==> src/rtl/spc_pkg.sv <==
package spc_pkg;

    typedef enum logic [1:0] {
        PH_OFF  = 2'd0,
        PH_CAPT = 2'd1,
        PH_RUN  = 2'd2
    } phase_e;

    typedef enum logic [1:0] {
        OM_HIZ   = 2'd0,
        OM_LOW   = 2'd1,
        OM_VIDEO = 2'd2
    } omode_e;

    typedef struct packed {
        logic hold;
        logic sleep_hiz;
    } sleep_cfg_t;

    // Output state used whenever video must not reach the pads.
    function automatic omode_e idle_mode(sleep_cfg_t c);
        if (c.hold)
            return OM_LOW;
        else if (c.sleep_hiz)
            return OM_HIZ;
        else
            return OM_LOW;
    endfunction

endpackage

==> src/rtl/spc_capture.sv <==
module spc_capture
    import spc_pkg::*;
#(
    parameter int SW          = 8,
    parameter int CAPT_CYCLES = 8
) (
    input  logic          clk,
    input  logic          rst,
    input  logic          pdn_n,
    input  logic [SW-1:0] pad_strap,
    output phase_e        phase,
    output logic [SW-1:0] strap_q,
    output logic          valid
);
    localparam int CW = (CAPT_CYCLES > 1) ? $clog2(CAPT_CYCLES) : 1;
    localparam logic [CW-1:0] LAST = CW'(CAPT_CYCLES - 1);

    logic [CW-1:0] cnt;

    always_ff @(posedge clk) begin
        if (rst) begin
            phase   <= PH_OFF;
            cnt     <= '0;
            strap_q <= '0;
            valid   <= 1'b0;
        end else if (!pdn_n) begin
            phase <= PH_OFF;
            cnt   <= '0;
        end else begin
            case (phase)
                PH_OFF: begin
                    phase <= PH_CAPT;
                    cnt   <= '0;
                    valid <= 1'b0;
                end
                PH_CAPT: begin
                    if (cnt == LAST) begin
                        phase   <= PH_RUN;
                        strap_q <= pad_strap;
                        valid   <= 1'b1;
                    end else begin
                        cnt <= cnt + CW'(1);
                    end
                end
                default: phase <= PH_RUN;
            endcase
        end
    end
endmodule

==> src/rtl/spc_release.sv <==
module spc_release (
    input  logic clk,
    input  logic rst,
    input  logic pdn_n,
    input  logic running,
    input  logic rel_wr,
    output logic rel_q
);
    always_ff @(posedge clk) begin
        if (rst || !pdn_n)
            rel_q <= 1'b0;
        else if (rel_wr && running)
            rel_q <= 1'b1;
    end
endmodule

==> src/rtl/spc_mode.sv <==
module spc_mode
    import spc_pkg::*;
(
    input  logic       pdn_n,
    input  phase_e     phase,
    input  logic       valid,
    input  sleep_cfg_t cfg,
    input  logic       lock,
    input  logic       rel,
    output omode_e     mode
);
    always_comb begin
        if (!pdn_n)
            mode = valid ? idle_mode(cfg) : OM_HIZ;
        else if (phase != PH_RUN)
            mode = OM_HIZ;
        else if (cfg.hold && !rel)
            mode = OM_LOW;
        else if (!lock)
            mode = idle_mode(cfg);
        else
            mode = OM_VIDEO;
    end
endmodule

==> src/rtl/spc_pad_reg.sv <==
module spc_pad_reg
    import spc_pkg::*;
#(
    parameter int NP = 12
) (
    input  logic          clk,
    input  logic          rst,
    input  omode_e        mode,
    input  logic [NP-1:0] vid,
    output logic [NP-1:0] pad_out,
    output logic [NP-1:0] pad_oe
);
    for (genvar i = 0; i < NP; i++) begin : g_pin
        logic o_q, e_q;
        always_ff @(posedge clk) begin
            if (rst) begin
                o_q <= 1'b0;
                e_q <= 1'b0;
            end else begin
                e_q <= (mode != OM_HIZ);
                o_q <= (mode == OM_VIDEO) ? vid[i] : 1'b0;
            end
        end
        assign pad_out[i] = o_q;
        assign pad_oe[i]  = e_q;
    end
endmodule

==> src/rtl/strap_pin_ctrl.sv <==
module strap_pin_ctrl
    import spc_pkg::*;
#(
    parameter int DATA_W      = 8,
    parameter int CAPT_CYCLES = 8,
    parameter int HOLD_POS    = 0,
    parameter int SLEEP_POS   = 1
) (
    input  logic                clk,
    input  logic                rst,
    input  logic                pdn_n,
    input  logic                link_lock,
    input  logic                rel_wr,
    input  logic [DATA_W-1:0]   vid_data,
    input  logic                vid_hs,
    input  logic                vid_vs,
    input  logic                vid_de,
    input  logic                vid_pclk,
    input  logic [DATA_W-1:0]   strap_pad_in,
    output logic [DATA_W+3:0]   pad_out,
    output logic [DATA_W+3:0]   pad_oe,
    output logic [DATA_W-1:0]   strap_word,
    output logic                strap_valid
);
    localparam int PAD_W = DATA_W + 4;

    phase_e     phase_w;
    logic       rel_w;
    sleep_cfg_t cfg_w;
    omode_e     mode_w;
    logic [PAD_W-1:0] vid_bus;

    assign vid_bus         = {vid_pclk, vid_de, vid_vs, vid_hs, vid_data};
    assign cfg_w.hold      = strap_word[HOLD_POS];
    assign cfg_w.sleep_hiz = strap_word[SLEEP_POS];

    spc_capture #(.SW(DATA_W), .CAPT_CYCLES(CAPT_CYCLES)) cap_i (
        .clk(clk), .rst(rst), .pdn_n(pdn_n), .pad_strap(strap_pad_in),
        .phase(phase_w), .strap_q(strap_word), .valid(strap_valid)
    );

    spc_release rel_i (
        .clk(clk), .rst(rst), .pdn_n(pdn_n),
        .running(phase_w == PH_RUN), .rel_wr(rel_wr), .rel_q(rel_w)
    );

    spc_mode mode_i (
        .pdn_n(pdn_n), .phase(phase_w), .valid(strap_valid), .cfg(cfg_w),
        .lock(link_lock), .rel(rel_w), .mode(mode_w)
    );

    spc_pad_reg #(.NP(PAD_W)) pads_i (
        .clk(clk), .rst(rst), .mode(mode_w), .vid(vid_bus),
        .pad_out(pad_out), .pad_oe(pad_oe)
    );
endmodule

==> config.mk <==
export PLATFORM = sky130hd
export DESIGN_NAME = strap_pin_ctrl
export DESIGN_NICKNAME = d
export VERILOG_FILES = /design/src/rtl/spc_pkg.sv /design/src/rtl/spc_capture.sv /design/src/rtl/spc_release.sv /design/src/rtl/spc_mode.sv /design/src/rtl/spc_pad_reg.sv /design/src/rtl/strap_pin_ctrl.sv
export SDC_FILE = /design/constraint.sdc
export NUM_CORES = 1
export LEC_CHECK = 0
export BUFFER_PORTS_ARGS = -buffer_cell sky130_fd_sc_hd__buf_2
export CAP_MARGIN = 30
export CORE_UTILIZATION = 45
export CTS_CLUSTER_DIAMETER = 150
export DETAILED_ROUTE_END_ITERATION = 12
export PLACE_DENSITY_LB_ADDON = 0.08
export SLEW_MARGIN = 20
export SYNTH_ARGS = -nofsm -noshare
export SYNTH_HDL_FRONTEND = slang
export SYNTH_HIERARCHICAL = 1
export SYNTH_SLANG_ARGS = --single-unit
==> constraint.sdc <==
create_clock -name clk -period 3.3 [get_ports clk]
set_input_delay 0.165 -clock clk [delete_from_list [all_inputs] [get_ports clk]]
set_output_delay 0.165 -clock clk [all_outputs]
set_load 0.01 [all_outputs]
==> Flow_metrics.wiki <==
{| class="wikitable"
! Metric !! Value
|-
| Bufs on Longest Clock Path || 2
|-
| Number of failing hold endpoints at the final stage || 0
|-
| Worst-path fanout max || 13
|-
| Number of global-route vias before repair || 857
|-
| Number of different library cells in the post-synthesis netlist || 26
|-
| Antenna Violating Nets Remaining || 0
|-
| Worst-Margin Slew || 0.7055 ns
|-
| End of the worst hold path || cap_i/strap_q[3]$_SDFFE_PP0P_
|-
| Critical path launch point type || flop
|-
| TritonCTS buffer count || 3
|-
| Mean instance size in the synthesized netlist || 10.47 sq um
|-
| Number of iterations in the first detailed-routing pass || 3
|-
| Ratio of routed vias to standard cells || 4.990
|-
| Worst-skew pair later-pin latency || 0.32 ns
|-
| Share of the clock period used by the worst path after layout || 0.4771
|-
| Max Clk Rate || 635.1 MHz
|-
| N_diodes || 0
|-
| Global-route usage over all layers || 0.1444
|-
| Startpoint of the worst register-to-register path || cap_i/phase[1]$_SDFFE_PP0P_
|-
| Remaining Overflow, GRT || 0
|-
| Largest net degree at the start of global routing || 36
|-
| Routability cong. || 0.7450
|-
| Worst slack on hold paths || 0.07638 ns
|-
| Standard-cell row count || 19
|-
| Area occupied by multi-input gates || 538.0 sq um
|-
| Fraction of layout cells with a size suffix above 1 || 0.4313
|-
| Depth of the worst register-to-register path || 3
|-
| Sum Neg Setup Slack || 0 ns
|-
| NumNets Final || 188
|-
| Leak || 0.6873 nW
|-
| Maximum clock skew at final layout || 0.009065 ns
|-
| Gates resized, CTS repair || 0
|-
| Routed wire per std cell || 11.81 um
|-
| Cell-by-cell listing of the critical path || nand4b_1, a21oi_1, nor4bb_1
|-
| Final core area utilization || 0.5326
|-
| Crit path capture type || flop
|-
| Headroom to the max-slew limit || 0.5297
|-
| First-pass GRT wire length || 3650 um
|-
| Number of top-level pins || 58
|-
| Final-layout fill cell count || 257
|-
| Pre-CTS setup slack || 1.564 ns
|-
| Number of setup buffers added after CTS || 0
|-
| Post-synthesis instance area || 1340 sq um
|-
| Root buffer cell || sky130_fd_sc_hd__clkbuf_4
|-
| Floorplan Core Area || 2781 sq um
|-
| Clock tree from TritonCTS || yes
|-
| Initial antenna violation count || 0
|-
| Crit path time final || 1.575 ns
|-
| Syn-to-layout area delta || 10.55%
|-
| Max IR drop VDD || 0.1989 mV
|-
| DIE WIDTH || 56.57 um
|-
| Detailed-route wire length || 2255 um
|-
| Placed wire-length estimate || 1582 um
|-
| Worst-case setup margin in the final layout || 1.725 ns
|-
| Starting Density || 0.4818
|-
| Result of the run || completed
|-
| Placement-stage cell area || 1438 sq um
|-
| Area of all placed cells without fillers || 1481 sq um
|-
| Synth Instances || 128
|-
| Portion of the post-synthesis area used by sequential elements || 0.4183
|-
| Die area || 3200 sq um
|-
| Max H-tree Level || 1
|-
| Remaining design rule violation count || 0
|-
| Max-capacitance violation count || 0
|-
| Final-report max-slew violation count || 0
|-
| Total via count in the routed design || 953
|-
| Critical Path Max Stage Delay || 0.57 ns
|-
| R2R setup slack || 1.73 ns
|-
| Type of the most critical hold path || in -> reg
|-
| Data required, critical path || 3.54 ns
|-
| Final Setup Violations || 0
|-
| Sequential cell area || 560.5 sq um
|-
| Reg2Reg Capture Point || pads_i/g_pin[11].o_q$_SDFF_PP0_
|-
| Hold Path Cell Cnt || 3
|-
| Highest-delay cell along the critical path || sky130_fd_sc_hd__a21oi_1
|-
| Clock transition at the register clock pins on the worst setup and hold paths after CTS || 0.15 ns
|-
| Hold buffer count at cts || 0
|-
| Total number of clock tree sinks || 28
|-
| Number of DRC markers after the initial detailed-route iteration || 9
|-
| Yosys reg bits || 28
|-
| Total nets after synthesis || 155
|-
| Port bufs || 57
|-
| Arrival @ worst endpoint || 1.81 ns
|-
| Power density over cell area || 362.9 nW/um^2
|-
| Unrepaired setup endpoints after global routing || no
|-
| Worst hold start || strap_pad_in[3]
|-
| Worst Setup Path Type || reg -> reg
|-
| Y dimension of the die || 56.57 um
|-
| Synthesis Warnings || 6
|}
==> routing by layer <==
layer	up-vias	wire (um)	GRT usage
met3	4	150	0.02304
met5	-	0	0
li1	481	-	-
met2	37	1079	0.2487
met1	431	991	0.1763
met4	0	34	0.06272
==> cell usage after synthesis <==
cell type / instances / area share
sky130_fd_sc_hd__or3b_2: 1 / 0.0065
sky130_fd_sc_hd__nor2b_4: 1 / 0.010
sky130_fd_sc_hd__dfxtp_1: 28 / 0.42
sky130_fd_sc_hd__nand2b_1: 18 / 0.084
sky130_fd_sc_hd__ha_1: 2 / 0.019
sky130_fd_sc_hd__nor3b_2: 1 / 0.0093
sky130_fd_sc_hd__clkbuf_1: 2 / 0.0056
sky130_fd_sc_hd__nor4bb_1: 9 / 0.067
sky130_fd_sc_hd__o22ai_1: 1 / 0.0047
sky130_fd_sc_hd__a21oi_1: 5 / 0.019
sky130_fd_sc_hd__nand2_1: 1 / 0.0028
sky130_fd_sc_hd__mux2i_1: 8 / 0.060
sky130_fd_sc_hd__and4b_2: 1 / 0.0084
sky130_fd_sc_hd__nor2_1: 3 / 0.0084
sky130_fd_sc_hd__and4bb_2: 3 / 0.028
sky130_fd_sc_hd__o21ba_1: 1 / 0.0075
sky130_fd_sc_hd__buf_6: 3 / 0.025
sky130_fd_sc_hd__nand4b_1: 2 / 0.013
sky130_fd_sc_hd__clkbuf_2: 1 / 0.0037
sky130_fd_sc_hd__nand3b_1: 4 / 0.022
sky130_fd_sc_hd__or4b_1: 1 / 0.0075
sky130_fd_sc_hd__nor2b_1: 1 / 0.0047
sky130_fd_sc_hd__inv_1: 4 / 0.011
sky130_fd_sc_hd__o32ai_1: 2 / 0.013
sky130_fd_sc_hd__buf_4: 24 / 0.13
sky130_fd_sc_hd__a221oi_1: 1 / 0.0065
==> state kept, by name, indices dropped and copies added, names as in the netlist <==
name              count
cap_i/cnt             3
cap_i/valid           1
rel_i/rel_q           1
cap_i/strap_q         8
pads_i/g_pin.o_q     12
pads_i/g_pin.e_q      1
cap_i/phase           2
==> how the worst max path moves through the flow <==
stage | start | end | slack [ns] | depth (start not counted)
CTS | cap_i/phase[1]$_SDFFE_PP0P_ | pads_i/g_pin[9].o_q$_SDFF_PP0_ | 1.51 | 3
detailed placement | cap_i/phase[1]$_SDFFE_PP0P_ | pads_i/g_pin[9].o_q$_SDFF_PP0_ | 1.56 | 3
floorplan | cap_i/cnt[0]$_SDFFE_PP0P_ | cap_i/cnt[0]$_SDFFE_PP0P_ | 1.95 | 4
finish | cap_i/phase[1]$_SDFFE_PP0P_ | pads_i/g_pin[11].o_q$_SDFF_PP0_ | 1.73 | 3
global route | cap_i/phase[1]$_SDFFE_PP0P_ | pads_i/g_pin[3].o_q$_SDFF_PP0_ | 1.49 | 3
global placement | cap_i/phase[0]$_SDFFE_PP0P_ | pads_i/g_pin[7].o_q$_SDFF_PP0_ | 1.69 | 3
==> final cells by class <==
| type | instances | area share |
|---|---|---|
| multi-input combinational | 66 | 0.3632 |
| inverter | 4 | 0.01014 |
| sequential | 28 | 0.3784 |
| clock buffer | 4 | 0.02449 |
| tap | 31 | 0.02618 |
| timing repair buffer | 58 | 0.1976 |
==> cells by family (layout without fill, tap and decap cells) <==
logic type,Yosys count,count (layout),synth area share
AND/OR/NAND/NOR,46,46,0.2726
buffers and inverters,34,66,0.1802
flip-flops,28,28,0.4183
AO/OA/AOI/OAI,10,10,0.05042
multiplexers,8,8,0.05976
adder cells (fa/ha/maj),2,2,0.01867
==> per-stage QoR <==
step / power (W) / std cells
final: 0.0005377 / 191
after detailed placement: 0.0003820 / 186
after global routing: 0.0005631 / 191
after global placement: 0.0003813 / 186
after CTS: 0.0005492 / 190
after floorplan: 0.0003647 / 128
==> cell usage in the layout, fill, tap and decap left out, drive strengths merged, types with 3 or more instances in the layout <==
| cell | n |
|---|---|
| a21oi | 5 |
| and4bb | 3 |
| buf | 58 |
| clkbuf | 4 |
| dfxtp | 28 |
| inv | 4 |
| mux2i | 8 |
| nand2b | 18 |
| nand3b | 4 |
| nor2 | 3 |
| nor4bb | 9 |
==> report_power, final <==
part	leakage (nW)	switching [W]	internal (W)	total, W
registers	0.226	0.00000172	0.000339	0.000341
clock network	0.0210	0.0000957	0.0000675	0.000163
logic	0.441	0.0000138	0.0000197	0.0000336
==> worst max-delay path: cells and delay by family (launching register included) <==
family | cells | cell delay [ns]
AO/OA/AOI/OAI | 1 | 0.57
AND/OR/NAND/NOR | 2 | 0.42
flip-flops | 1 | 0.50
Note: power is estimated with default switching activity, not from simulation.
